## src/rtl/frc_pkg.sv

```systemverilog
package frc_pkg;

    localparam int GRAY_W   = 4;
    localparam int NUM_GRAY = 1 << GRAY_W;
    localparam int DENS_W   = 4;
    localparam int ENTRY_W  = DENS_W + 1;
    localparam int FRAME_W  = 4;

    typedef logic [ENTRY_W-1:0] pal_entry_t;
    typedef logic [FRAME_W-1:0] phase_t;

    typedef struct packed {
        logic              force_on;
        logic [DENS_W-1:0] density;
    } dens_t;

    // Map a palette entry to a density: all ones forces on, values above
    // the density range saturate at the top density.
    function automatic dens_t decode_entry(pal_entry_t e);
        dens_t d;
        d.force_on = &e;
        d.density  = e[ENTRY_W-1] ? {DENS_W{1'b1}} : e[DENS_W-1:0];
        return d;
    endfunction

    function automatic phase_t bit_reverse(phase_t p);
        phase_t r;
        for (int i = 0; i < FRAME_W; i++) begin
            r[i] = p[FRAME_W-1-i];
        end
        return r;
    endfunction

endpackage

```

## src/rtl/frc_frame_counter.sv

```systemverilog
module frc_frame_counter
    import frc_pkg::*;
(
    input  logic   clk,
    input  logic   rst,
    input  logic   frame_start,
    output phase_t count
);

    phase_t count_q;

    always_ff @(posedge clk) begin
        if (rst) begin
            count_q <= '0;
        end else if (frame_start) begin
            count_q <= count_q + 1'b1;
        end
    end

    assign count = count_q;

endmodule

```

## src/rtl/frc_palette.sv

```systemverilog
module frc_palette
    import frc_pkg::*;
(
    input  logic              clk,
    input  logic              rst,
    input  logic              frame_start,
    input  logic              wr_en,
    input  logic [GRAY_W-1:0] wr_idx,
    input  pal_entry_t        wr_data,
    input  logic [GRAY_W-1:0] rd_idx,
    output pal_entry_t        rd_entry
);

    pal_entry_t shadow_q [NUM_GRAY];
    pal_entry_t active_q [NUM_GRAY];

    for (genvar g = 0; g < NUM_GRAY; g++) begin : g_entry
        always_ff @(posedge clk) begin
            if (rst) begin
                shadow_q[g] <= pal_entry_t'(g);
            end else if (wr_en && wr_idx == GRAY_W'(g)) begin
                shadow_q[g] <= wr_data;
            end
        end

        // Active copy picks up the pre-edge shadow value at the frame boundary.
        always_ff @(posedge clk) begin
            if (rst) begin
                active_q[g] <= pal_entry_t'(g);
            end else if (frame_start) begin
                active_q[g] <= shadow_q[g];
            end
        end
    end

    assign rd_entry = active_q[rd_idx];

endmodule

```

## src/rtl/frc_dither.sv

```systemverilog
module frc_dither
    import frc_pkg::*;
(
    input  phase_t     frame,
    input  phase_t     pos_x,
    input  phase_t     pos_y,
    input  pal_entry_t entry,
    output logic       on
);

    phase_t phase;
    phase_t spread;
    dens_t  dens;

    always_comb begin
        phase  = frame + pos_x + pos_y;
        spread = bit_reverse(phase);
        dens   = decode_entry(entry);
        on     = dens.force_on || (spread < phase_t'(dens.density));
    end

endmodule

```

## src/rtl/frc_gray_top.sv

```systemverilog
module frc_gray_top
    import frc_pkg::*;
#(
    parameter int PHASE_W = FRAME_W
) (
    input  logic               clk,
    input  logic               rst,
    input  logic               frame_start,
    input  logic               pix_valid,
    input  logic [GRAY_W-1:0]  pix_gray,
    input  logic [PHASE_W-1:0] pix_x,
    input  logic [PHASE_W-1:0] pix_y,
    input  logic               pal_we,
    input  logic [GRAY_W-1:0]  pal_idx,
    input  logic [ENTRY_W-1:0] pal_wdata,
    output logic               pix_on,
    output logic               pix_on_valid
);

    phase_t     frame_cnt;
    pal_entry_t cur_entry;
    logic       dith_on;
    logic       on_q;
    logic       valid_q;

    frc_frame_counter u_frm (
        .clk         (clk),
        .rst         (rst),
        .frame_start (frame_start),
        .count       (frame_cnt)
    );

    frc_palette u_pal (
        .clk         (clk),
        .rst         (rst),
        .frame_start (frame_start),
        .wr_en       (pal_we),
        .wr_idx      (pal_idx),
        .wr_data     (pal_wdata),
        .rd_idx      (pix_gray),
        .rd_entry    (cur_entry)
    );

    frc_dither u_dith (
        .frame (frame_cnt),
        .pos_x (phase_t'(pix_x)),
        .pos_y (phase_t'(pix_y)),
        .entry (cur_entry),
        .on    (dith_on)
    );

    always_ff @(posedge clk) begin
        if (rst) begin
            on_q    <= 1'b0;
            valid_q <= 1'b0;
        end else begin
            on_q    <= pix_valid && dith_on;
            valid_q <= pix_valid;
        end
    end

    assign pix_on       = on_q;
    assign pix_on_valid = valid_q;

endmodule

```

## config.mk

```make
export PLATFORM = sky130hd
export DESIGN_NAME = frc_gray_top
export DESIGN_NICKNAME = d
export VERILOG_FILES = /design/src/rtl/frc_pkg.sv /design/src/rtl/frc_frame_counter.sv /design/src/rtl/frc_palette.sv /design/src/rtl/frc_dither.sv /design/src/rtl/frc_gray_top.sv
export SDC_FILE = /design/constraint.sdc
export NUM_CORES = 1
export LEC_CHECK = 0
export BUFFER_PORTS_ARGS = -buffer_cell sky130_fd_sc_hd__buf_4
export CAP_MARGIN = 5
export CORE_MARGIN = 8
export CORE_UTILIZATION = 50
export CTS_CLUSTER_SIZE = 16
export DETAILED_ROUTE_END_ITERATION = 12
export PLACE_DENSITY = 0.67
export SETUP_SLACK_MARGIN = 0.3
export SYNTH_ARGS = -nofsm -noshare
export SYNTH_HDL_FRONTEND = slang
export SYNTH_SLANG_ARGS = --single-unit
```

## constraint.sdc

```tcl
create_clock -name clk -period 5.8 [get_ports clk]
set_input_delay 0.58 -clock clk [delete_from_list [all_inputs] [get_ports clk]]
set_output_delay 0.58 -clock clk [all_outputs]
set_load 0.1 [all_outputs]
```

== Yosys cells after proc, flatten, opt, wreduce, memory -nomap -nowiden ==
Memories as Yosys holds them, arrays and structs flattened.
Cells that the tools add are included.
Storage, ports and cells
  bits in registers: 6
  bits in writable memories: 160
  input port bits: 26
  output and inout bits: 2
  memories: 2
Memories
  u_pal.active_q: words 16, width 5, read ports 1, clocked after memory_dff 0, write ports 16, line frc_palette.sv:15  | pal_entry_t active_q [NUM_GRAY];
  u_pal.shadow_q: words 16, width 5, read ports 16, clocked after memory_dff 0, write ports 16, line frc_palette.sv:14  | pal_entry_t shadow_q [NUM_GRAY];
Operators by class
  $add $sub $neg: 3
  $lt $le $gt $ge: 1
  eq/ne operators: 15
  muxes and demuxes: 86
  bitwise gates (word level): 32
  reductions and logical operators: 20
Operators with widths (count)
  5-bit 2-to-1 mux: 32
  1-bit 2-to-1 mux: 53
  4-bit equality test (second input constant): 8
  1-bit bitwise OR: 32
  1-bit logical AND: 17
  4-bit by 3-bit equality test with 1-bit output (second input constant): 4
  4-bit adder: 2
  4-bit by 2-bit equality test with 1-bit output (second input constant): 2
  5-bit AND reduction: 1
  4-bit by 1-bit adder with 4-bit output (second input constant): 1
  4-bit by 1-bit equality test with 1-bit output (second input constant): 1
  4-bit zero test: 1
  4-bit less-than comparator: 1
  4-bit 2-to-1 mux: 1
  1-bit logical OR: 1

== Depth between registers and ports, before layout ==
  word-level depth: 6
  mapped depth: 12

== By module ==
A second synthesis with hierarchy kept.
Second synthesis, totals
  cells, all modules: 495
  area total of the unflattened synthesis: 7297.0 um2
Modules (own cells, without submodules)
  frc_palette: times used 1, cells an instance 443, area each 6796.5 um2, sequential area each 4804.6 um2
  frc_dither: times used 1, cells an instance 32, area each 266.5 um2, sequential area each 0.0 um2
  frc_frame_counter: times used 1, cells an instance 16, area each 178.9 um2, sequential area each 80.1 um2
  frc_gray_top: times used 1, cells an instance 4, area each 55.1 um2, sequential area each 40.0 um2

== Worst setup path after synthesis ==
No wires, ideal clock.
  path type: input to register
  start: in pix_x[1]
  end: reg on_q, in the netlist pix_on
  arrival: 2.516 ns
  required time: 5.731 ns
  slack: 3.215 ns
  stages on the path: 12
  path buffers: 0
  path through: inv_1 > fa_1 > inv_1 > ha_1 > inv_1 > fa_1 > inv_1 > ha_1 > o21a_1 > o21ai_0 > a21oi_1 > o21ai_1
On the way
  longest elaborated chain between the ends: 5
Ends and longest elaborated chain
  from (decl): line frc_gray_top.sv:11  | input logic [PHASE_W-1:0] pix_x,
  4-bit adder (2 in series): line frc_dither.sv:16  | phase = frame + pos_x + pos_y;
  4-bit less-than comparator: line frc_dither.sv:19  | on = dens.force_on || (spread < phase_t'(dens.density));
  1-bit logical OR: line frc_dither.sv:19
  1-bit logical AND: line frc_gray_top.sv:57  | on_q <= pix_valid && dith_on;
  to (signal assigned): line frc_gray_top.sv:57
  to (decl): line frc_gray_top.sv:23  | logic on_q;
No other way between the ends.
A chain may end at the register's enable or synchronous reset.

== Worst setup path in the final report ==
  start: reg u_frm.count_q[1], in the netlist u_frm.count[1]
  end: reg on_q, in the netlist pix_on
On the way
  longest elaborated chain between the ends: 5
Ends and longest elaborated chain
  from (decl): line frc_frame_counter.sv:10  | phase_t count_q;
  from (signal assigned): line frc_frame_counter.sv:16  | count_q <= count_q + 1'b1;
  4-bit adder (2 in series): line frc_dither.sv:16
  4-bit less-than comparator: line frc_dither.sv:19
  1-bit logical OR: line frc_dither.sv:19
  1-bit logical AND: line frc_gray_top.sv:57
No other way between the ends.

==> flow_metrics.py <==
metrics = {
    "clock_network": {
        "post_cts_resized": 0,
        "ctsHoldBuffers": 0,
        "clkLatencyLatePin_ns": 0.43,
        "cts_tree": "yes",
        "clockRootBuffer": "clkbuf_16",
        "cts.sinks": 166,
        "numCtsBuffers": 17,
        "htreeDepth": 4,
        "path_clk_slew_ns": 0.06,
        "cts_max_path_buffers": 2,
        "post_cts_buffers": 0,
    },
    "sta": {
        "final.setup.worst_slack_ns": 3.277,
        "setup_tns_ns": 0,
        "tightestPinTransition_ns": 1.067,
        "max_freq_mhz": 396.3,
        "rsz0062_at_grt": "false",
        "drv_slew": 0,
        "slew_headroom_pct": 28.90,
        "setup_viol": 0,
        "period_minus_slack_ns": 2.523,
        "hold_viol": 0,
        "finalCritPeriodShare_pct": 43.51,
        "finClkSkew_ns": 0.007759,
    },
    "min_path": {
        "hp-start": "rst",
        "holdCritPathClass": "in -> reg",
        "whs_path_depth": 2,
    },
    "global_route": {
        "grt_pass1_vias": 3838,
        "gr-total-overflow": 0,
        "grt_pass1_wl_um": 20950,
        "antenna_found_initial": 0,
        "grt_max_degree": 81,
        "grt_util_all_layers_pct": 15.57,
    },
    "synthesis": {
        "synthCells": 486,
        "synth_top_area_share_pct": 67.25,
        "avgSynthCellArea_sq_um": 14.70,
        "ys_ff_latch": 166,
        "syn_nets": 521,
        "synth_area_sq_um": 7144,
        "synth_warnings": 0,
        "ys_types": 32,
        "synth.top_cells.by_area": "edfxtp_1, and2_1, mux4_2",
        "synth.largest_area_cell": "edfxtp_1",
        "ys_seq_area_share_pct": 68.93,
    },
    "critical_path": {
        "crit_end": "pix_on",
        "start_kind": "flop",
        "cp.depth": 12,
        "reg2reg_depth": 12,
        "worstPathRequired_ns": 6.16,
        "crit_chain": "inv_1, fa_1, inv_1, ha_1, inv_1, fa_1, inv_1, ha_1, o21a_1, o21ai_0, a21oi_1, o21ai_1",
        "cp_top_family": "adder cells",
        "critPathBufInv": 4,
        "rr_endpoint": "pix_on",
        "r2r-start": "u_frm.count[1]",
        "crit_type": "reg -> reg",
        "worst-r2r-setup-slack_ns": 3.28,
        "critPathMaxStageDelay_ns": 0.48,
        "end_kind": "flop",
        "slowest_stage": "fa_1",
        "worstPathArrival_ns": 2.88,
        "cp_max_fo": 4,
        "worstSetupStartpoint": "u_frm.count[1]",
        "crit_top_cell": "inv_1",
    },
    "power": {
        "power.density_nw_per_um2": 322.8,
        "peakVddDrop_v": 0.0001764,
        "power_leakage_nw": 2.715,
    },
    "placed_design": {
        "dp_slack_ns": 2.904,
        "gp_congestion": 0.7845,
        "io_buffers": 27,
        "place_hpwl_um": 8621,
    },
    "final_layout": {
        "nFillCells": 1093,
        "diodes": 0,
        "final_cell_mix": "edfxtp_1, and2_1, nand2b_1",
        "final_nets": 538,
        "post-route-util_pct": 57.18,
        "drive_gt1_share_pct": 15.18,
        "syn2layout_area_growth_pct": 11.52,
        "final_common_cell": "edfxtp_1",
    },
    "status": {
        "status": "finished, final reports clean",
    },
    "floorplanning": {
        "initial_utilization_pct": 51.27,
        "die_area_sq_um": 18370,
        "fp-row-count": 43,
        "die_x_um": 135.5,
        "io-pin-count": 28,
        "die_h_um": 135.5,
        "core_sq_um": 13930,
    },
    "routing": {
        "drcViolationCount": 0,
        "met1Wirelength_um": 5786,
        "viasPerCell": 5.379,
        "drtIter0Drc": 366,
        "top_layer_used": "met4",
        "ant_nets": 0,
        "drt_first_pass_iters": 4,
        "drt_wl_total_um": 13340,
        "via_count": 3733,
        "wl_per_cell_um": 19.22,
        "routed-wl-met2_um": 6485,
        "route.met3.wl_um": 716,
    },
    "job": {
        "cap_violations": 0,
    },
}
[power by group]
part           total, W  internal (W)  leakage, nW  switching [W]
clock          0.000956      0.000531        0.236       0.000425
combinational  0.000205     0.0000802        0.847       0.000125
sequential      0.00141       0.00139         1.63      0.0000194
total           0.00257       0.00200         2.72       0.000569
[worst reg2reg max path, delay by kind of cell, from the launching register on]
| kind | cells | cell delay [ns] |
|---|---|---|
| AO/OA/AOI/OAI | 4 | 0.50 |
| flip-flops | 1 | 0.38 |
| adder cells (fa/ha/maj) | 4 | 1.34 |
| buffers and inverters | 4 | 0.25 |
[cell families (layout without fill, tap and decap cells)]
logic type / after synthesis / after routing / synth area share (%)
XOR/XNOR: 7 / 7 / 0.8582
multiplexers: 21 / 21 / 6.445
buffers and inverters: 43 / 71 / 2.382
adder cells (fa/ha/maj): 9 / 9 / 1.997
flip-flops: 166 / 166 / 68.93
AO/OA/AOI/OAI: 30 / 30 / 2.627
AND/OR/NAND/NOR: 210 / 210 / 16.76
[per-stage QoR]
step	hold slack [ns]	power [W]	cell area, sq um	instances
CTS	0.4123	0.002587	7968	694
global route	0.4162	0.002652	7968	694
detailed placement	0.4842	0.001645	7472	664
floorplan	0.4773	0.001570	7144	486
global placement	0.4855	0.001637	7472	664
finish	0.4199	0.002572	7968	694
[routing by layer]
metal	track usage, %	up-vias
li1	-	1801
met1	18.64	1814
met2	25.53	93
met3	3.858	25
met4	8.328	0
met5	0	-
[cells in the mapped netlist (all sizes together)]
| cell type | n |
|---|---|
| mux2i | 1 |
| xor2 | 3 |
| inv | 12 |
| a22oi | 10 |
| or2 | 2 |
| nand3b | 2 |
| ha | 5 |
| edfxtp | 160 |
| o21a | 1 |
| dfxtp | 6 |
| a21oi | 1 |
| nor2b | 4 |
| nand3 | 3 |
| mux4 | 20 |
| and3 | 1 |
| nand2 | 15 |
| nor2 | 21 |
| nand2b | 35 |
| o31ai | 4 |
| buf | 2 |
| clkbuf | 29 |
| or3 | 26 |
| xnor2 | 4 |
| and2 | 76 |
| nand4 | 2 |
| fa | 4 |
| or3b | 1 |
| o21ai | 14 |
| nor3 | 22 |
[state kept, by name (all words and copies together), names as in the netlist]
register,cells
pix_on_valid,1
u_pal.shadow_q,80
u_frm.count,4
u_pal.active_q,80
pix_on,1
[layout make-up]
| class | count | area (sq um) | share of cell area (%) |
|---|---|---|---|
| Timing Repair Buffer | 29 | 217.7 | 2.732 |
| Clock inverter | 12 | 66.31 | 0.8323 |
| Sequential cell | 166 | 4925 | 61.81 |
| Clock buffer | 18 | 429.2 | 5.386 |
| Inverter | 12 | 45.04 | 0.5653 |
| Tap cell | 180 | 225.2 | 2.827 |
| Multi-Input combinational cell | 277 | 2059 | 25.85 |
[worst min path at each step]
stage | slack (ns) | end
2_1_floorplan | 0.48 | u_pal.active_q[10][1]
3_3_place_gp | 0.49 | u_pal.active_q[12][2]
3_5_place_dp | 0.48 | u_pal.active_q[7][1]
4_1_cts | 0.41 | u_frm.count[0]
5_1_grt | 0.42 | u_frm.count[0]
6_report | 0.42 | u_frm.count[0]
Power figures use the tool's default switching activity.
